===== src/rtl/twi_regs_pkg.sv =====
package twi_regs_pkg;

    localparam int BYTE_W = 8;
    localparam int IDX_W  = 7;

    typedef enum logic [2:0] {
        ST_IDLE,
        ST_RX,
        ST_RX_WAIT,
        ST_ACK,
        ST_TX,
        ST_TX_WAIT,
        ST_TX_ACK,
        ST_TX_NEXT
    } twi_state_e;

    typedef enum logic [1:0] {
        RL_ADDR,
        RL_CMD,
        RL_COUNT,
        RL_DATA
    } twi_role_e;

    typedef struct packed {
        logic             single;
        logic [IDX_W-1:0] offset;
    } twi_cmd_t;

    typedef struct packed {
        logic scl;
        logic sda;
        logic scl_rise;
        logic scl_fall;
        logic start;
        logic stop;
    } bus_evt_t;

    function automatic logic [6:0] dev_addr(input logic [1:0] sel);
        return {4'b1101, 1'b0, sel};
    endfunction

    function automatic logic [BYTE_W-1:0] reg_default(input int idx);
        case (idx)
            0, 1:    return 8'hFF;
            2:       return 8'h04;
            7:       return 8'h95;
            default: return 8'h00;
        endcase
    endfunction

endpackage


===== src/rtl/twi_pin_sync.sv =====
module twi_pin_sync
    import twi_regs_pkg::*;
#(
    parameter int STAGES = 2
) (
    input  logic     clk,
    input  logic     rst,
    input  logic     scl_pin,
    input  logic     sda_pin,
    output bus_evt_t evt
);

    logic [STAGES-1:0] scl_ff;
    logic [STAGES-1:0] sda_ff;
    logic              scl_q;
    logic              sda_q;
    logic              scl_now;
    logic              sda_now;

    always_ff @(posedge clk) begin
        if (rst) begin
            scl_ff <= '1;
            sda_ff <= '1;
            scl_q  <= 1'b1;
            sda_q  <= 1'b1;
        end else begin
            scl_ff <= {scl_ff[STAGES-2:0], scl_pin};
            sda_ff <= {sda_ff[STAGES-2:0], sda_pin};
            scl_q  <= scl_ff[STAGES-1];
            sda_q  <= sda_ff[STAGES-1];
        end
    end

    assign scl_now = scl_ff[STAGES-1];
    assign sda_now = sda_ff[STAGES-1];

    always_comb begin
        evt.scl      = scl_now;
        evt.sda      = sda_now;
        evt.scl_rise = scl_now & ~scl_q;
        evt.scl_fall = ~scl_now & scl_q;
        evt.start    = scl_now & scl_q & sda_q & ~sda_now;
        evt.stop     = scl_now & scl_q & ~sda_q & sda_now;
    end

endmodule


===== src/rtl/twi_regbank.sv =====
module twi_regbank
    import twi_regs_pkg::*;
#(
    parameter int NREG = 8
) (
    input  logic                   clk,
    input  logic                   rst,
    input  logic                   wr_en,
    input  logic [IDX_W-1:0]       idx,
    input  logic [BYTE_W-1:0]      wr_data,
    output logic [BYTE_W-1:0]      rd_data,
    output logic [NREG*BYTE_W-1:0] regs_flat
);

    logic [BYTE_W-1:0] regs [NREG];
    logic              in_range;

    assign in_range = (idx < IDX_W'(NREG));

    for (genvar g = 0; g < NREG; g++) begin : g_reg
        always_ff @(posedge clk) begin
            if (rst) begin
                regs[g] <= reg_default(g);
            end else if (wr_en && idx == IDX_W'(g)) begin
                regs[g] <= wr_data;
            end
        end
        assign regs_flat[g*BYTE_W +: BYTE_W] = regs[g];
    end

    always_comb begin
        rd_data = '0;
        for (int i = 0; i < NREG; i++) begin
            if (in_range && idx == IDX_W'(i)) rd_data = regs[i];
        end
    end

    AST_WR_IN_RANGE: assert property (@(posedge clk) disable iff (rst)
        wr_en |-> (idx < IDX_W'(NREG)));

    AST_HOLD_NO_WRITE: assert property (@(posedge clk) disable iff (rst)
        (!$past(wr_en) && !$past(rst)) |-> $stable(regs_flat));

endmodule


===== src/rtl/twi_slave_fsm.sv =====
module twi_slave_fsm
    import twi_regs_pkg::*;
#(
    parameter int NREG = 8
) (
    input  logic              clk,
    input  logic              rst,
    input  bus_evt_t          evt,
    input  logic [1:0]        addr_sel,
    input  logic [BYTE_W-1:0] rd_data,
    output logic              wr_en,
    output logic [IDX_W-1:0]  idx,
    output logic [BYTE_W-1:0] wr_data,
    output logic              sda_oe
);

    localparam logic [BYTE_W-1:0] BLOCK_COUNT = BYTE_W'(NREG);

    twi_state_e        state;
    twi_role_e         role;
    twi_cmd_t          cmd;
    logic [2:0]        bitcnt;
    logic [BYTE_W-1:0] shreg;
    logic              rw;
    logic              count_pend;
    logic [IDX_W-1:0]  ptr;
    logic [BYTE_W-1:0] tx_byte;
    logic              addr_hit;
    twi_cmd_t          rx_cmd;

    assign tx_byte  = count_pend ? BLOCK_COUNT : rd_data;
    assign addr_hit = (shreg[7:1] == dev_addr(addr_sel));
    assign rx_cmd   = twi_cmd_t'(shreg);
    assign idx      = ptr;
    assign wr_data  = shreg;
    assign wr_en    = (state == ST_RX_WAIT) && evt.scl_fall && (role == RL_DATA)
                      && (ptr < IDX_W'(NREG));

    always_ff @(posedge clk) begin
        if (rst) begin
            state      <= ST_IDLE;
            role       <= RL_ADDR;
            cmd        <= '0;
            bitcnt     <= '0;
            shreg      <= '0;
            rw         <= 1'b0;
            count_pend <= 1'b0;
            ptr        <= '0;
            sda_oe     <= 1'b0;
        end else if (evt.start) begin
            state  <= ST_RX;
            role   <= RL_ADDR;
            bitcnt <= '0;
            sda_oe <= 1'b0;
        end else if (evt.stop) begin
            state  <= ST_IDLE;
            sda_oe <= 1'b0;
        end else begin
            case (state)
                ST_RX: begin
                    if (evt.scl_rise) begin
                        shreg  <= {shreg[BYTE_W-2:0], evt.sda};
                        bitcnt <= bitcnt + 3'd1;
                        if (bitcnt == 3'd7) state <= ST_RX_WAIT;
                    end
                end
                ST_RX_WAIT: begin
                    if (evt.scl_fall) begin
                        case (role)
                            RL_ADDR: begin
                                if (addr_hit) begin
                                    sda_oe     <= 1'b1;
                                    rw         <= shreg[0];
                                    state      <= ST_ACK;
                                    ptr        <= cmd.single ? cmd.offset : '0;
                                    count_pend <= ~cmd.single;
                                end else begin
                                    state <= ST_IDLE;
                                end
                            end
                            RL_CMD: begin
                                cmd    <= rx_cmd;
                                ptr    <= rx_cmd.single ? rx_cmd.offset : '0;
                                sda_oe <= 1'b1;
                                state  <= ST_ACK;
                            end
                            RL_COUNT: begin
                                sda_oe <= 1'b1;
                                state  <= ST_ACK;
                            end
                            default: begin
                                sda_oe <= 1'b1;
                                ptr    <= ptr + 1'b1;
                                state  <= ST_ACK;
                            end
                        endcase
                    end
                end
                ST_ACK: begin
                    if (evt.scl_fall) begin
                        bitcnt <= '0;
                        if (role == RL_ADDR && rw) begin
                            shreg  <= {tx_byte[BYTE_W-2:0], 1'b0};
                            sda_oe <= ~tx_byte[BYTE_W-1];
                            state  <= ST_TX;
                            if (count_pend) count_pend <= 1'b0;
                            else            ptr        <= ptr + 1'b1;
                        end else begin
                            sda_oe <= 1'b0;
                            state  <= ST_RX;
                            case (role)
                                RL_ADDR: role <= RL_CMD;
                                RL_CMD:  role <= cmd.single ? RL_DATA : RL_COUNT;
                                default: role <= RL_DATA;
                            endcase
                        end
                    end
                end
                ST_TX: begin
                    if (evt.scl_rise) begin
                        bitcnt <= bitcnt + 3'd1;
                        if (bitcnt == 3'd7) state <= ST_TX_WAIT;
                    end else if (evt.scl_fall) begin
                        sda_oe <= ~shreg[BYTE_W-1];
                        shreg  <= {shreg[BYTE_W-2:0], 1'b0};
                    end
                end
                ST_TX_WAIT: begin
                    if (evt.scl_fall) begin
                        sda_oe <= 1'b0;
                        state  <= ST_TX_ACK;
                    end
                end
                ST_TX_ACK: begin
                    if (evt.scl_rise) state <= evt.sda ? ST_IDLE : ST_TX_NEXT;
                end
                ST_TX_NEXT: begin
                    if (evt.scl_fall) begin
                        bitcnt <= '0;
                        shreg  <= {tx_byte[BYTE_W-2:0], 1'b0};
                        sda_oe <= ~tx_byte[BYTE_W-1];
                        state  <= ST_TX;
                        if (count_pend) count_pend <= 1'b0;
                        else            ptr        <= ptr + 1'b1;
                    end
                end
                default: ;
            endcase
        end
    end

    AST_OE_RISE_AFTER_FALL: assert property (@(posedge clk) disable iff (rst)
        $rose(sda_oe) |-> $past(evt.scl_fall));

    AST_IDLE_QUIET: assert property (@(posedge clk) disable iff (rst)
        (state == ST_IDLE) |-> !sda_oe);

    AST_START_RESYNC: assert property (@(posedge clk) disable iff (rst)
        evt.start |=> (state == ST_RX && role == RL_ADDR && !sda_oe));

    AST_TX_ONLY_READ: assert property (@(posedge clk) disable iff (rst)
        (state == ST_TX) |-> rw);

endmodule


===== src/rtl/clkgen_twi_regs.sv =====
module clkgen_twi_regs
    import twi_regs_pkg::*;
#(
    parameter int NREG        = 8,
    parameter int SYNC_STAGES = 2
) (
    input  logic                   clk,
    input  logic                   rst,
    input  logic                   scl_pin,
    input  logic                   sda_pin,
    input  logic [1:0]             addr_sel,
    output logic                   sda_oe,
    output logic [NREG*BYTE_W-1:0] reg_bus
);

    bus_evt_t          evt;
    logic              wr_en;
    logic [IDX_W-1:0]  idx;
    logic [BYTE_W-1:0] wr_data;
    logic [BYTE_W-1:0] rd_data;

    twi_pin_sync #(.STAGES(SYNC_STAGES)) u_sync (
        .clk     (clk),
        .rst     (rst),
        .scl_pin (scl_pin),
        .sda_pin (sda_pin),
        .evt     (evt)
    );

    twi_slave_fsm #(.NREG(NREG)) u_fsm (
        .clk      (clk),
        .rst      (rst),
        .evt      (evt),
        .addr_sel (addr_sel),
        .rd_data  (rd_data),
        .wr_en    (wr_en),
        .idx      (idx),
        .wr_data  (wr_data),
        .sda_oe   (sda_oe)
    );

    twi_regbank #(.NREG(NREG)) u_bank (
        .clk       (clk),
        .rst       (rst),
        .wr_en     (wr_en),
        .idx       (idx),
        .wr_data   (wr_data),
        .rd_data   (rd_data),
        .regs_flat (reg_bus)
    );

endmodule


===== config.mk =====
export PLATFORM = sky130hd
export DESIGN_NAME = clkgen_twi_regs
export DESIGN_NICKNAME = d
export VERILOG_FILES = /design/src/rtl/twi_regs_pkg.sv /design/src/rtl/twi_pin_sync.sv /design/src/rtl/twi_regbank.sv /design/src/rtl/twi_slave_fsm.sv /design/src/rtl/clkgen_twi_regs.sv
export SDC_FILE = /design/constraint.sdc
export NUM_CORES = 1
export LEC_CHECK = 0
export ABC_CLOCK_PERIOD_IN_PS = 6300
export CAP_MARGIN = 5
export CORE_AREA = 2 2 99 101
export CTS_BUF_LIST = sky130_fd_sc_hd__clkbuf_4
export CTS_CLUSTER_DIAMETER = 100
export DETAILED_ROUTE_END_ITERATION = 8
export DIE_AREA = 0 0 101 103
export GPL_ROUTABILITY_DRIVEN = 0
export GPL_TIMING_DRIVEN = 1
export PLACE_DENSITY_LB_ADDON = 0.08
export SYNTH_ARGS = -nofsm -noshare
export SYNTH_HDL_FRONTEND = slang
export SYNTH_SLANG_ARGS = --single-unit
export TNS_END_PERCENT = 1

===== constraint.sdc =====
create_clock -name clk -period 6.3 [get_ports clk]
set_input_delay 1.26 -clock clk [delete_from_list [all_inputs] [get_ports clk]]
set_output_delay 1.26 -clock clk [all_outputs]
set_load 0.02 [all_outputs]

# After elaboration in Yosys (flattened, before gate mapping)
# Memory sizes are Yosys's and may differ from the RTL's.
# Cells that the tools add are included.
# totals
ramBits,64
input_bits,6
output_inout_bits,65
ff_bits,40
n_memories,1
word_cells,229
# classes
n_reduce_logical,42
n_eq_ne,46
order_cmp,1
bitwise,25
n_addsub,2
muxes,97
# mem_list
memory,depth,word_bits,rd,rd_ports_with_merged_regs,wr,line,source
u_bank.regs,8,8,8,0,8,twi_regbank.sv:15,logic [BYTE_W-1:0] regs [NREG];
# op_table
cell,n
2-to-1 mux 8 bit,23
2-to-1 mux 7 bit,8
2-to-1 mux 1 bit,43
case mux 7 bit (3 select lines),2
2-to-1 mux 3 bit,13
case mux 8 bit (4 select lines),1
== test 7 x 3 -> 1 bit (second input constant),4
AND reduction 9 bit,3
!= test 4 x 3 -> 1 bit (second input constant),6
!= test 2 x 1 -> 1 bit (second input constant),11
case mux 3 bit (7 select lines),1
logical AND 1 bit,20
AND reduction 10 bit,2
== test 3 bit (second input constant),5
== test 7 x 2 -> 1 bit (second input constant),2
!= test 2 bit (second input constant),6
!= test 4 bit (second input constant),3
NOT 1 bit,10
nonzero test 9 bit,1
OR 1 bit,8
AND reduction 4 bit,2
AND reduction 8 bit,1
adder 7 x 1 -> 7 bit (second input constant),1
AND 1 bit,7
other kinds (25),30

# Depth between registers and ports, before layout
# Gate-level depths: netlist (run 1).
# depth
ltp_word,15
mapped_depth,9
mapped_depth_nobuf,7

# Cells and area by module
# A second synthesis (run 1) with hierarchy kept.
# unflattened
cells_unflattened,467
area_unflattened_um2,5223.8
# modules_own_cells
mod,cells_per_inst,seq_area_each_um2,instances,area_each_um2
twi_regbank,211,1921.8,1,2965.3
twi_slave_fsm,238,680.7,1,2053.2
twi_pin_sync,18,120.1,1,205.2

# Worst setup path after synthesis (run 1)
# OpenSTA, ideal clock, no wires.
# synth_timing
path_kind,input to register
start,input addr_sel[0]
end,"register u_fsm.ptr[2], in the netlist u_fsm.idx[2]"
t_arrival_ns,2.365
setup_ns,0.134
required_ns,6.166
setup_slack_ns,3.800
path_stages,5
n_path_buf,0
path_cell_list,xnor2_1 -> a41oi_1 -> o31a_1 -> o311ai_0 -> o31ai_1
# synth_via
elab_chain_cells,3
# synth_lines
item,line,source
"start, declared",clkgen_twi_regs.sv:11,"input logic [1:0] addr_sel,"
== test 7 bit,twi_slave_fsm.sv:32,assign addr_hit = (shreg[7:1] == dev_addr(addr_sel));
!= test 3 x 2 -> 1 bit (no source line),--,
AND reduction 9 bit (no source line),--,
"end signal, assigned",twi_slave_fsm.sv:75,ptr <= cmd.single ? cmd.offset : '0;
"end signal, assigned",twi_slave_fsm.sv:83,ptr <= rx_cmd.single ? rx_cmd.offset : '0;
"end signal, assigned",twi_slave_fsm.sv:93,ptr <= ptr + 1'b1;
"end, declared",twi_slave_fsm.sv:26,logic [IDX_W-1:0] ptr;
# No other way between the ends.
# A chain may end at the register's enable or synchronous reset.

==> flow_metrics.py, run 1 <==
metrics = {
    "run_status": {
        "status": "complete, no violations",
    },
    "hold_path": {
        "hp-class": "flop to flop",
        "holdPathStages": 1,
    },
    "yosys": {
        "synthTopCellsByArea": "edfxtp_1 (34%), dfxtp_1 (14%), and2_1 (3.1%), and3_1 (2.8%), nand2b_1 (2.7%)",
        "synthTopCellsByCount": "edfxtp_1 (64), dfxtp_1 (40), clkbuf_1 (35), nand2_1 (35), nor2_1 (35)",
        "syn-num-nets": 586,
        "yosysTopAreaCell": "edfxtp_1",
        "ys_warn_count": 0,
        "synth_area_per_cell_um2": 9.77,
        "yosysMostFrequentCell": "edfxtp_1",
        "async_flop_share": 0,
        "synthesis.instances": 574,
        "synth.ff_latch_count": 104,
        "yosys.cell_types.count": 64,
        "syn-cell-area_mm2": 0.00561,
        "ys.flop_type": "edfxtp_1",
        "synth_top_area_frac": 0.343,
        "synth_edf_count": 64,
        "ys_seq_area_frac": 0.485,
    },
    "cts": {
        "insertion_delay_ps": 460,
        "htree_levels": 3,
        "cts-resized-gates": 0,
        "cts_hold_buf": 0,
        "clock-sinks": 104,
        "cts_tree": "yes",
        "root_buffer": "clkbuf_4",
        "postCtsSetupBuffers": 0,
        "cts_made_buffers": 9,
        "clk_path_buf_depth": 2,
        "clkTransAtPathRegs_ps": 160,
    },
    "sta": {
        "fin_crit_sh": 0.525,
        "max_freq_mhz": 302,
        "slew_headroom": 0.203,
        "min_period_ps": 3310,
        "setup_viol": 0,
        "max_slew.worst_pin.slew_ps": 1200,
        "fin_ws_ps": 2990,
        "tns_ps": 0,
        "hold_violations": 0,
        "rsz0062_at_grt": "false",
        "fin_skew_ps": 10.2,
        "drv_slew": 0,
    },
    "floorplan": {
        "rows": 36,
        "initial_core_util": 0.593,
        "core_mm2": 0.00946,
        "io_pins": 71,
        "die_height_um": 103,
        "die_area_mm2": 0.0104,
        "die_x_um": 101,
    },
    "layout": {
        "fillCellCount": 749,
        "num_antenna_cells": 0,
        "drive_gt1_frac": 0.0681,
        "finish.utilization": 0.677,
        "nets": 624,
        "area_growth_pct": 14.2,
    },
    "drt": {
        "vias_per_cell": 6.84,
        "drt_wl_total_um": 16500,
        "vias": 5002,
        "first_iter_violations": 630,
        "dr.pass1.iters": 5,
        "drc": 0,
        "ant_nets": 0,
        "wl_per_cell_um": 22.5,
    },
    "global_route": {
        "grt_pass1_wl_um": 24800,
        "grt_pass1_vias": 4323,
        "grt_usage": 0.318,
        "overflow": 0,
        "grt_max_degree": 34,
        "grt_antenna_before_repair": 0,
    },
    "setup_path": {
        "crit_path_max_incr_delay_ps": 1040,
        "crit_family": "simple AND/OR/NAND/NOR gates",
        "crit_path_start_kind": "flop",
        "cp_max_fo": 20,
        "path_depth": 3,
        "crit_path_top_delay_cell": "o21ai_0",
        "cp_num_buf_inv": 0,
        "crit_arrival_ps": 3400,
        "critPathKind": "flop to flop",
        "critPathCaptureType": "flop",
        "r2r_cells": 3,
        "critical_path.cell_chain": "nor3b_1 -> nand4_1 -> o21ai_0",
        "cp.required_ps": 6390,
    },
    "placement": {
        "dp_hpwl_um": 11200,
        "portBuffers": 70,
        "place_ws_ps": 2800,
    },
    "power": {
        "peakVddDrop_v": 0.0000993,
        "p_leak_nw": 2.19,
        "p_per_area_mw_per_mm2": 178,
    },
    "job": {
        "max_cap_violations": 0,
    },
}
==> state kept, by name (all words and copies together) (netlist names), 2 cells and up <==
name	count
u_bank.regs	64
u_fsm.cmd	8
u_fsm.wr_data	8
u_fsm.idx	7
u_fsm.bitcnt	3
u_fsm.state	3
u_fsm.role	2
u_sync.scl_ff	2
u_sync.sda_ff	2
==> through the flow <==
step,hold slack [ps],cells,instance area (um2),power (mW)
after floorplan,389,574,5610,0.787
after global placement,392,715,6280,0.819
after detailed placement,392,715,6280,0.820
after CTS,429,731,6400,1.14
after global routing,454,731,6400,1.17
final,427,731,6400,1.14
==> cell type report <==
class / count / area (um2) / share of cell area
flip-flops and latches: 104 / 2720 / 0.425
inverters: 14 / 52.6 / 0.00820
clock inverters: 7 / 60.1 / 0.00938
multi-input cells: 404 / 2590 / 0.405
well taps: 114 / 143 / 0.0223
clock buffers: 9 / 67.6 / 0.0105
repair buffers: 79 / 768 / 0.120
==> cell families after synthesis <==
kind of cell	after synthesis	share of synthesized area
compound gates	149	0.182
xor+xnor	3	0.00469
fa+ha+maj	6	0.0134
buf+inv	66	0.0526
flops	104	0.485
mux	15	0.0270
simple gates	231	0.235
==> worst paths after layout <==
| kind | startpoint | end | slack, ps |
|---|---|---|---|
| setup / recovery | u_fsm.state[1]$_SDFFE_PP0P_ | u_bank.regs[1][21]$_SDFFCE_PN0P_ | 2990 |
| hold / removal | u_sync.sda_ff[0]$_SDFF_PP1_ | u_sync.sda_ff[1]$_SDFF_PP1_ | 430 |
| setup reg to reg | u_fsm.state[1]$_SDFFE_PP0P_ | u_bank.regs[1][21]$_SDFFCE_PN0P_ | 2990 |
| hold reg to reg | u_sync.sda_ff[0]$_SDFF_PP1_ | u_sync.sda_ff[1]$_SDFF_PP1_ | 430 |
==> routing by layer <==
metal  routed length (um)  GRT usage  up-vias
met2                 7030      0.459      411
met5                    0          0        -
li1                     -          -     2211
met1                 6740      0.475     2329
met3                 2200     0.0759       51
met4                  500      0.102        0
==> cells in the final DEF, fill, tap and decap left out, types with 24 or more instances in the layout <==
master and instances:
edfxtp_1 64, a21oi_1 29, dfxtp_1 40, nand2b_1 24
and2_1 28, and3_1 25, o21ai_0 29, nor2_1 35
clkdlybuf4s50_1 70, nand2_1 35
==> power by group <==
group | total [mW] | internal [mW] | switching [mW] | leakage, nW
combinational | 0.0600 | 0.0248 | 0.0352 | 1.20
sequential | 0.746 | 0.732 | 0.0144 | 0.911
clock | 0.335 | 0.103 | 0.232 | 0.0796
total | 1.14 | 0.860 | 0.281 | 2.19
==> worst reg2reg max path: cells and delay by family, from the launching register on <==
family	cells	cell delay, ps
compound gates	1	1040
flops	1	750
simple gates	2	1150
Note: power is estimated with default switching activity, not from simulation.
==> inputs of run 2 (changes only) <==
--- a/config.mk
+++ b/config.mk
@@ -5,13 +5,13 @@
 export SDC_FILE = /design/constraint.sdc
 export NUM_CORES = 1
 export LEC_CHECK = 0
-export ABC_CLOCK_PERIOD_IN_PS = 6300
+export ABC_CLOCK_PERIOD_IN_PS = 3300
 export CAP_MARGIN = 5
-export CORE_AREA = 2 2 99 101
+export CORE_AREA = 2 2 102 104
 export CTS_BUF_LIST = sky130_fd_sc_hd__clkbuf_4
 export CTS_CLUSTER_DIAMETER = 100
 export DETAILED_ROUTE_END_ITERATION = 8
-export DIE_AREA = 0 0 101 103
+export DIE_AREA = 0 0 104 106
 export GPL_ROUTABILITY_DRIVEN = 0
 export GPL_TIMING_DRIVEN = 1
 export PLACE_DENSITY_LB_ADDON = 0.08
==> constraint.sdc (replaced) <==
create_clock -name clk -period 3.3 [get_ports clk]
set_input_delay 0.66 -clock clk [delete_from_list [all_inputs] [get_ports clk]]
set_output_delay 0.66 -clock clk [all_outputs]
set_load 0.02 [all_outputs]
==> run 2 against run 1 <==
Against the previous run: sequential power rose by 90%; total power rose by 100%; die area rose by 6.0%; hold slack improved by 0.93 ps; clock skew rose by 19 ps; final cell count rose by 4.7%; critical path depth rose by 2; sequential share of layout area fell by 0.92 points.
==> flow_metrics.py, run 2 (synthesized netlist as in run 1, its figures left out) <==
metrics = {
    "sta": {
        "tns_ps": 0,
        "slew_headroom": 0.361,
        "min_period_ps": 2780,
        "drv_slew": 0,
        "max_freq_mhz": 359,
        "setup_viol": 0,
        "rsz0062_at_grt": "false",
        "hold_violations": 0,
        "max_slew.worst_pin.slew_ps": 959,
        "fin_crit_sh": 0.844,
        "fin_skew_ps": 29.3,
    },
    "cts": {
        "cts-resized-gates": 0,
        "cts_tree": "yes",
        "cts_hold_buf": 0,
        "clk_path_buf_depth": 2,
        "clkTransAtPathRegs_ps": 160,
        "postCtsSetupBuffers": 0,
        "root_buffer": "clkbuf_4",
        "htree_levels": 3,
        "insertion_delay_ps": 500,
        "cts_made_buffers": 9,
        "clock-sinks": 104,
    },
    "layout": {
        "drive_gt1_frac": 0.0812,
        "layout_common_cells": "clkdlybuf4s50_1 (70), edfxtp_1 (64), dfxtp_1 (40), nand2_1 (35), nor2_1 (35)",
        "largest_reg_flops": 64,
        "fillCellCount": 853,
        "finish.utilization": 0.655,
        "final_common_cell": "clkdlybuf4s50_1",
        "area_growth_pct": 16.7,
        "final_cells": 765,
        "nets": 635,
        "top_register": "u_bank.regs",
    },
    "setup_path": {
        "crit_family": "simple AND/OR/NAND/NOR gates",
        "startpoint": "u_fsm.state[0]$_SDFFE_PP0P_",
        "cp_max_fo": 21,
        "rrSetupSlack_ps": 520,
        "timing.rr.end": "u_bank.regs[0][9]$_SDFFCE_PN1P_",
        "crit_arrival_ps": 3040,
        "crit_path_top_delay_cell": "nor3b_1",
        "r2r_start": "u_fsm.state[0]$_SDFFE_PP0P_",
        "crit_end": "u_bank.regs[0][9]$_SDFFCE_PN1P_",
        "critPathKind": "flop to flop",
        "cp_num_buf_inv": 0,
        "critical_path.cell_chain": "nor3b_1 -> nand4_1 -> nor2_1 -> and3_1 -> nand2b_1",
        "crit_path_max_incr_delay_ps": 570,
        "r2r_cells": 5,
        "path_depth": 5,
        "cp.required_ps": 3560,
        "critPathCaptureType": "flop",
        "crit_path_start_kind": "flop",
    },
    "drt": {
        "drt_wl_total_um": 16800,
        "vias": 4925,
        "drc": 0,
        "dr.pass1.iters": 8,
        "first_iter_violations": 621,
        "ant_nets": 0,
        "vias_per_cell": 6.44,
        "wl_per_cell_um": 21.9,
    },
    "hold_path": {
        "holdPathStages": 1,
        "hp-class": "flop to flop",
    },
    "power": {
        "pwr-share-comb": 0.053,
        "p_sw_frac": 0.235,
        "power_frac_clock": 0.329,
        "p_switching_mw": 0.539,
        "p_per_area_mw_per_mm2": 351,
        "power.internal_mw": 1.76,
        "seqPwrFrac": 0.618,
        "p_leak_nw": 2.25,
        "peakVddDrop_v": 0.000257,
    },
    "job": {
        "max_cap_violations": 0,
    },
    "global_route": {
        "grt_usage": 0.305,
        "overflow": 0,
        "grt_antenna_before_repair": 1,
        "grt_pass1_vias": 4495,
        "grt_pass1_wl_um": 25700,
        "grt_max_degree": 28,
    },
    "placement": {
        "portBuffers": 70,
        "dp_hpwl_um": 11500,
        "dp_cells": 748,
    },
    "floorplan": {
        "die_height_um": 106,
        "io_pins": 71,
        "die_area_mm2": 0.0110,
        "initial_core_util": 0.561,
        "rows": 37,
        "die_x_um": 104,
        "core_mm2": 0.0100,
    },
    "run_status": {
        "status": "complete, no violations",
    },
}
run 2: per-layer routing:
layer,vias up,global-route usage,wire (um)
met5,-,0,0
met4,0,0.109,365
met3,39,0.0638,1990
met2,336,0.438,7220
met1,2309,0.456,7180
li1,2241,-,-
run 2: worst register-to-register path, delay by kind of cell, from the launching register on:
family | cells | cell delay (ps)
flip-flops | 1 | 530
AND/OR/NAND/NOR | 5 | 2040
run 2: power by group through the flow:
stage | registers [mW] | clock network [mW] | logic, mW
after global routing | 1.42 | 0.800 | 0.129
after CTS | 1.42 | 0.750 | 0.122
after global placement | 1.45 | 0 | 0.120
after detailed placement | 1.45 | 0 | 0.121
after floorplan | 1.46 | 0 | 0.0425
final | 1.42 | 0.757 | 0.122
run 2: worst min path at each step:
stage	slack, ps	endpoint	from
2_1_floorplan	390	u_sync.scl_ff[1]$_SDFF_PP1_	u_sync.scl_ff[0]$_SDFF_PP1_
3_3_place_gp	390	u_sync.sda_ff[1]$_SDFF_PP1_	u_sync.sda_ff[0]$_SDFF_PP1_
3_5_place_dp	400	u_sync.scl_ff[1]$_SDFF_PP1_	u_sync.scl_ff[0]$_SDFF_PP1_
4_1_cts	430	u_sync.scl_ff[1]$_SDFF_PP1_	u_sync.scl_ff[0]$_SDFF_PP1_
5_1_grt	460	u_sync.scl_ff[1]$_SDFF_PP1_	u_sync.scl_ff[0]$_SDFF_PP1_
6_report	430	u_sync.scl_ff[1]$_SDFF_PP1_	u_sync.scl_ff[0]$_SDFF_PP1_
run 2: layout make-up:
cell class	count	area, um2	area share
sequential	104	2720	0.416
multi-input combinational	404	2590	0.396
timing repair buffer	90	851	0.130
tap	136	170	0.0260
clock inverter	6	81.3	0.0124
clock buffer	10	75.1	0.0115
inverter	14	52.6	0.00803
antenna	1	2.50	0.000382
run 2: per-stage QoR:
| stage | instance area, um2 | power, mW | hold slack (ps) | setup slack [ps] |
|---|---|---|---|---|
| floorplan | 5610 | 1.50 | 389 | 1110 |
| global placement | 6390 | 1.57 | 392 | 725 |
| detailed placement | 6390 | 1.57 | 397 | 617 |
| CTS | 6540 | 2.29 | 431 | 609 |
| global route | 6550 | 2.35 | 456 | 312 |
| finish | 6550 | 2.30 | 428 | 516 |
==> inputs of run 3 (changes only) <==
--- a/config.mk
+++ b/config.mk
@@ -5,13 +5,13 @@
 export SDC_FILE = /design/constraint.sdc
 export NUM_CORES = 1
 export LEC_CHECK = 0
-export ABC_CLOCK_PERIOD_IN_PS = 3300
+export ABC_CLOCK_PERIOD_IN_PS = 2300
 export CAP_MARGIN = 5
-export CORE_AREA = 2 2 102 104
+export CORE_AREA = 2 2 107 109
 export CTS_BUF_LIST = sky130_fd_sc_hd__clkbuf_4
 export CTS_CLUSTER_DIAMETER = 100
 export DETAILED_ROUTE_END_ITERATION = 8
-export DIE_AREA = 0 0 104 106
+export DIE_AREA = 0 0 109 111
 export GPL_ROUTABILITY_DRIVEN = 0
 export GPL_TIMING_DRIVEN = 1
 export PLACE_DENSITY_LB_ADDON = 0.08
==> constraint.sdc (replaced) <==
create_clock -name clk -period 2.3 [get_ports clk]
set_input_delay 0.46 -clock clk [delete_from_list [all_inputs] [get_ports clk]]
set_output_delay 0.46 -clock clk [all_outputs]
set_load 0.02 [all_outputs]
==> run 3 against run 2 <==
Against the previous run: final cell count up 4.4%; combinational power up 56%; critical path depth up 2; wire length down 1.9%; core utilization down 4.1 points; critical endpoint is now u_fsm.wr_data[4]$_SDFFE_PP0P_.
==> flow_metrics.py, run 3 (synthesized netlist as in run 1, its figures left out) <==
metrics = {
    "power": {
        "p_per_area_mw_per_mm2": 472,
        "pwr-share-comb": 0.059,
        "power_frac_clock": 0.308,
        "p_sw_frac": 0.243,
        "power.internal_mw": 2.43,
        "peakVddDrop_v": 0.000275,
        "p_leak_nw": 2.39,
        "seqPwrFrac": 0.633,
        "p_switching_mw": 0.779,
    },
    "floorplan": {
        "rows": 39,
        "die_area_mm2": 0.0121,
        "die_x_um": 109,
        "initial_core_util": 0.506,
        "die_height_um": 111,
        "core_mm2": 0.0111,
        "io_pins": 71,
    },
    "layout": {
        "largest_reg_flops": 64,
        "fillCellCount": 956,
        "nets": 663,
        "regArea_mm2": 0.00272,
        "area_growth_pct": 21.1,
        "finish.utilization": 0.613,
        "drive_gt1_frac": 0.127,
        "num_antenna_cells": 0,
        "final_common_cell": "clkdlybuf4s50_1",
        "layout_common_cells": "clkdlybuf4s50_1 (70), edfxtp_1 (64), buf_4 (45), dfxtp_1 (40), nor2_1 (35)",
        "top_register": "u_bank.regs",
        "multi_input_area_mm2": 0.00260,
    },
    "setup_path": {
        "cp.required_ps": 2680,
        "cp_max_fo": 6,
        "timing.rr.end": "u_fsm.wr_data[4]$_SDFFE_PP0P_",
        "rrSetupSlack_ps": 90,
        "crit_arrival_ps": 2600,
        "crit_path_start_kind": "flop",
        "critPathCaptureType": "flop",
        "r2r_start": "u_fsm.idx[0]$_SDFFE_PP0P_",
        "startpoint": "u_fsm.idx[0]$_SDFFE_PP0P_",
        "critPathKind": "flop to flop",
        "r2r_cells": 7,
        "crit_end": "u_fsm.wr_data[4]$_SDFFE_PP0P_",
    },
    "placement": {
        "dp_hpwl_um": 11800,
        "portBuffers": 70,
    },
    "drt": {
        "wl_met3_um": 1560,
        "ant_nets": 0,
        "vias_per_cell": 6.21,
        "vias": 4963,
        "wl_met1_um": 7030,
        "met2WireLength_um": 7440,
        "drc": 0,
        "wl_per_cell_um": 20.6,
        "first_iter_violations": 588,
        "drt_wl_total_um": 16400,
        "dr.pass1.iters": 5,
        "routed.top_layer": "met4",
    },
    "sta": {
        "drv_slew": 0,
        "setup_viol": 0,
        "rsz0062_at_grt": "false",
        "slew_headroom": 0.589,
        "tns_ps": 0,
        "fin_skew_ps": 12.6,
        "hold_violations": 0,
        "min_period_ps": 2210,
        "fin_crit_sh": 0.962,
        "max_freq_mhz": 452,
        "max_slew.worst_pin.slew_ps": 615,
    },
    "global_route": {
        "grt_max_degree": 34,
        "grt_antenna_before_repair": 0,
        "overflow": 0,
        "grt_pass1_vias": 4523,
        "grt_usage": 0.279,
        "grt_pass1_wl_um": 25300,
    },
    "cts": {
        "cts_made_buffers": 9,
        "clk_path_buf_depth": 2,
        "clkTransAtPathRegs_ps": 160,
        "clock-sinks": 104,
        "cts_tree": "yes",
        "htree_levels": 3,
        "insertion_delay_ps": 480,
        "root_buffer": "clkbuf_4",
        "postCtsSetupBuffers": 0,
    },
    "job": {
        "max_cap_violations": 0,
    },
    "hold_path": {
        "hp-class": "flop to flop",
        "hp-start": "u_sync.sda_ff[0]$_SDFF_PP1_",
    },
    "run_status": {
        "status": "complete, no violations",
    },
}
-- run 3: power by group through the flow --
stage / Sequential (mW) / Combinational (mW) / Clock, mW
finish: 2.03 / 0.190 / 0.986
global route: 2.03 / 0.201 / 1.07
CTS: 2.03 / 0.189 / 0.997
detailed placement: 2.07 / 0.188 / 0
global placement: 2.07 / 0.186 / 0
floorplan: 2.10 / 0.0610 / 0
-- run 3: stage by stage --
step | cell area [um2] | instances | total power [mW] | hold slack [ps] | worst slack, ps
after floorplan | 5610 | 574 | 2.16 | 389 | 105
after global placement | 6640 | 783 | 2.26 | 392 | 5.89
after detailed placement | 6640 | 783 | 2.26 | 394 | -170
after CTS | 6790 | 799 | 3.22 | 429 | 72.8
after global routing | 6800 | 799 | 3.30 | 435 | 7.82
final | 6800 | 799 | 3.21 | 427 | 87.7
-- run 3: routing by layer --
layer  global-route usage  up-vias
met5                    0        -
met4               0.0932        0
met3               0.0459       43
met1                0.410     2367
li1                     -     2288
met2                0.417      265
-- run 3: cell type report --
class / count / area share
flip-flops and latches: 104 / 0.401
inverters: 14 / 0.00773
multi-input cells: 404 / 0.382
well taps: 143 / 0.0263
clock buffers: 9 / 0.00994
repair buffers: 118 / 0.162
clock inverters: 7 / 0.0116
-- run 3: how the worst min path moves through the flow --
stage | slack, ps | cells after the start | endpoint
floorplan | 390 | 1 | u_sync.scl_ff[1]$_SDFF_PP1_
CTS | 430 | 1 | u_sync.sda_ff[1]$_SDFF_PP1_
global placement | 390 | 1 | u_sync.sda_ff[1]$_SDFF_PP1_
detailed placement | 390 | 1 | u_sync.sda_ff[1]$_SDFF_PP1_
global route | 440 | 1 | u_sync.sda_ff[1]$_SDFF_PP1_
finish | 430 | 1 | u_sync.sda_ff[1]$_SDFF_PP1_
-- run 3: worst max-delay path, stage by stage (launching register included) --
cell	delay (ps)
dfxtp_1	480
inv_1	100
ha_1	240
nor2b_2	190
a221oi_1	430
o21ai_0	150
a221o_1	300
a31o_2	230
-- run 3: repair_timing --
| action | CTS | global route |
|---|---|---|
| hold buffers | 0 | 0 |
| resized for setup | 0 | 2 |
| endpoints found under the setup margin | 0 | 11 |
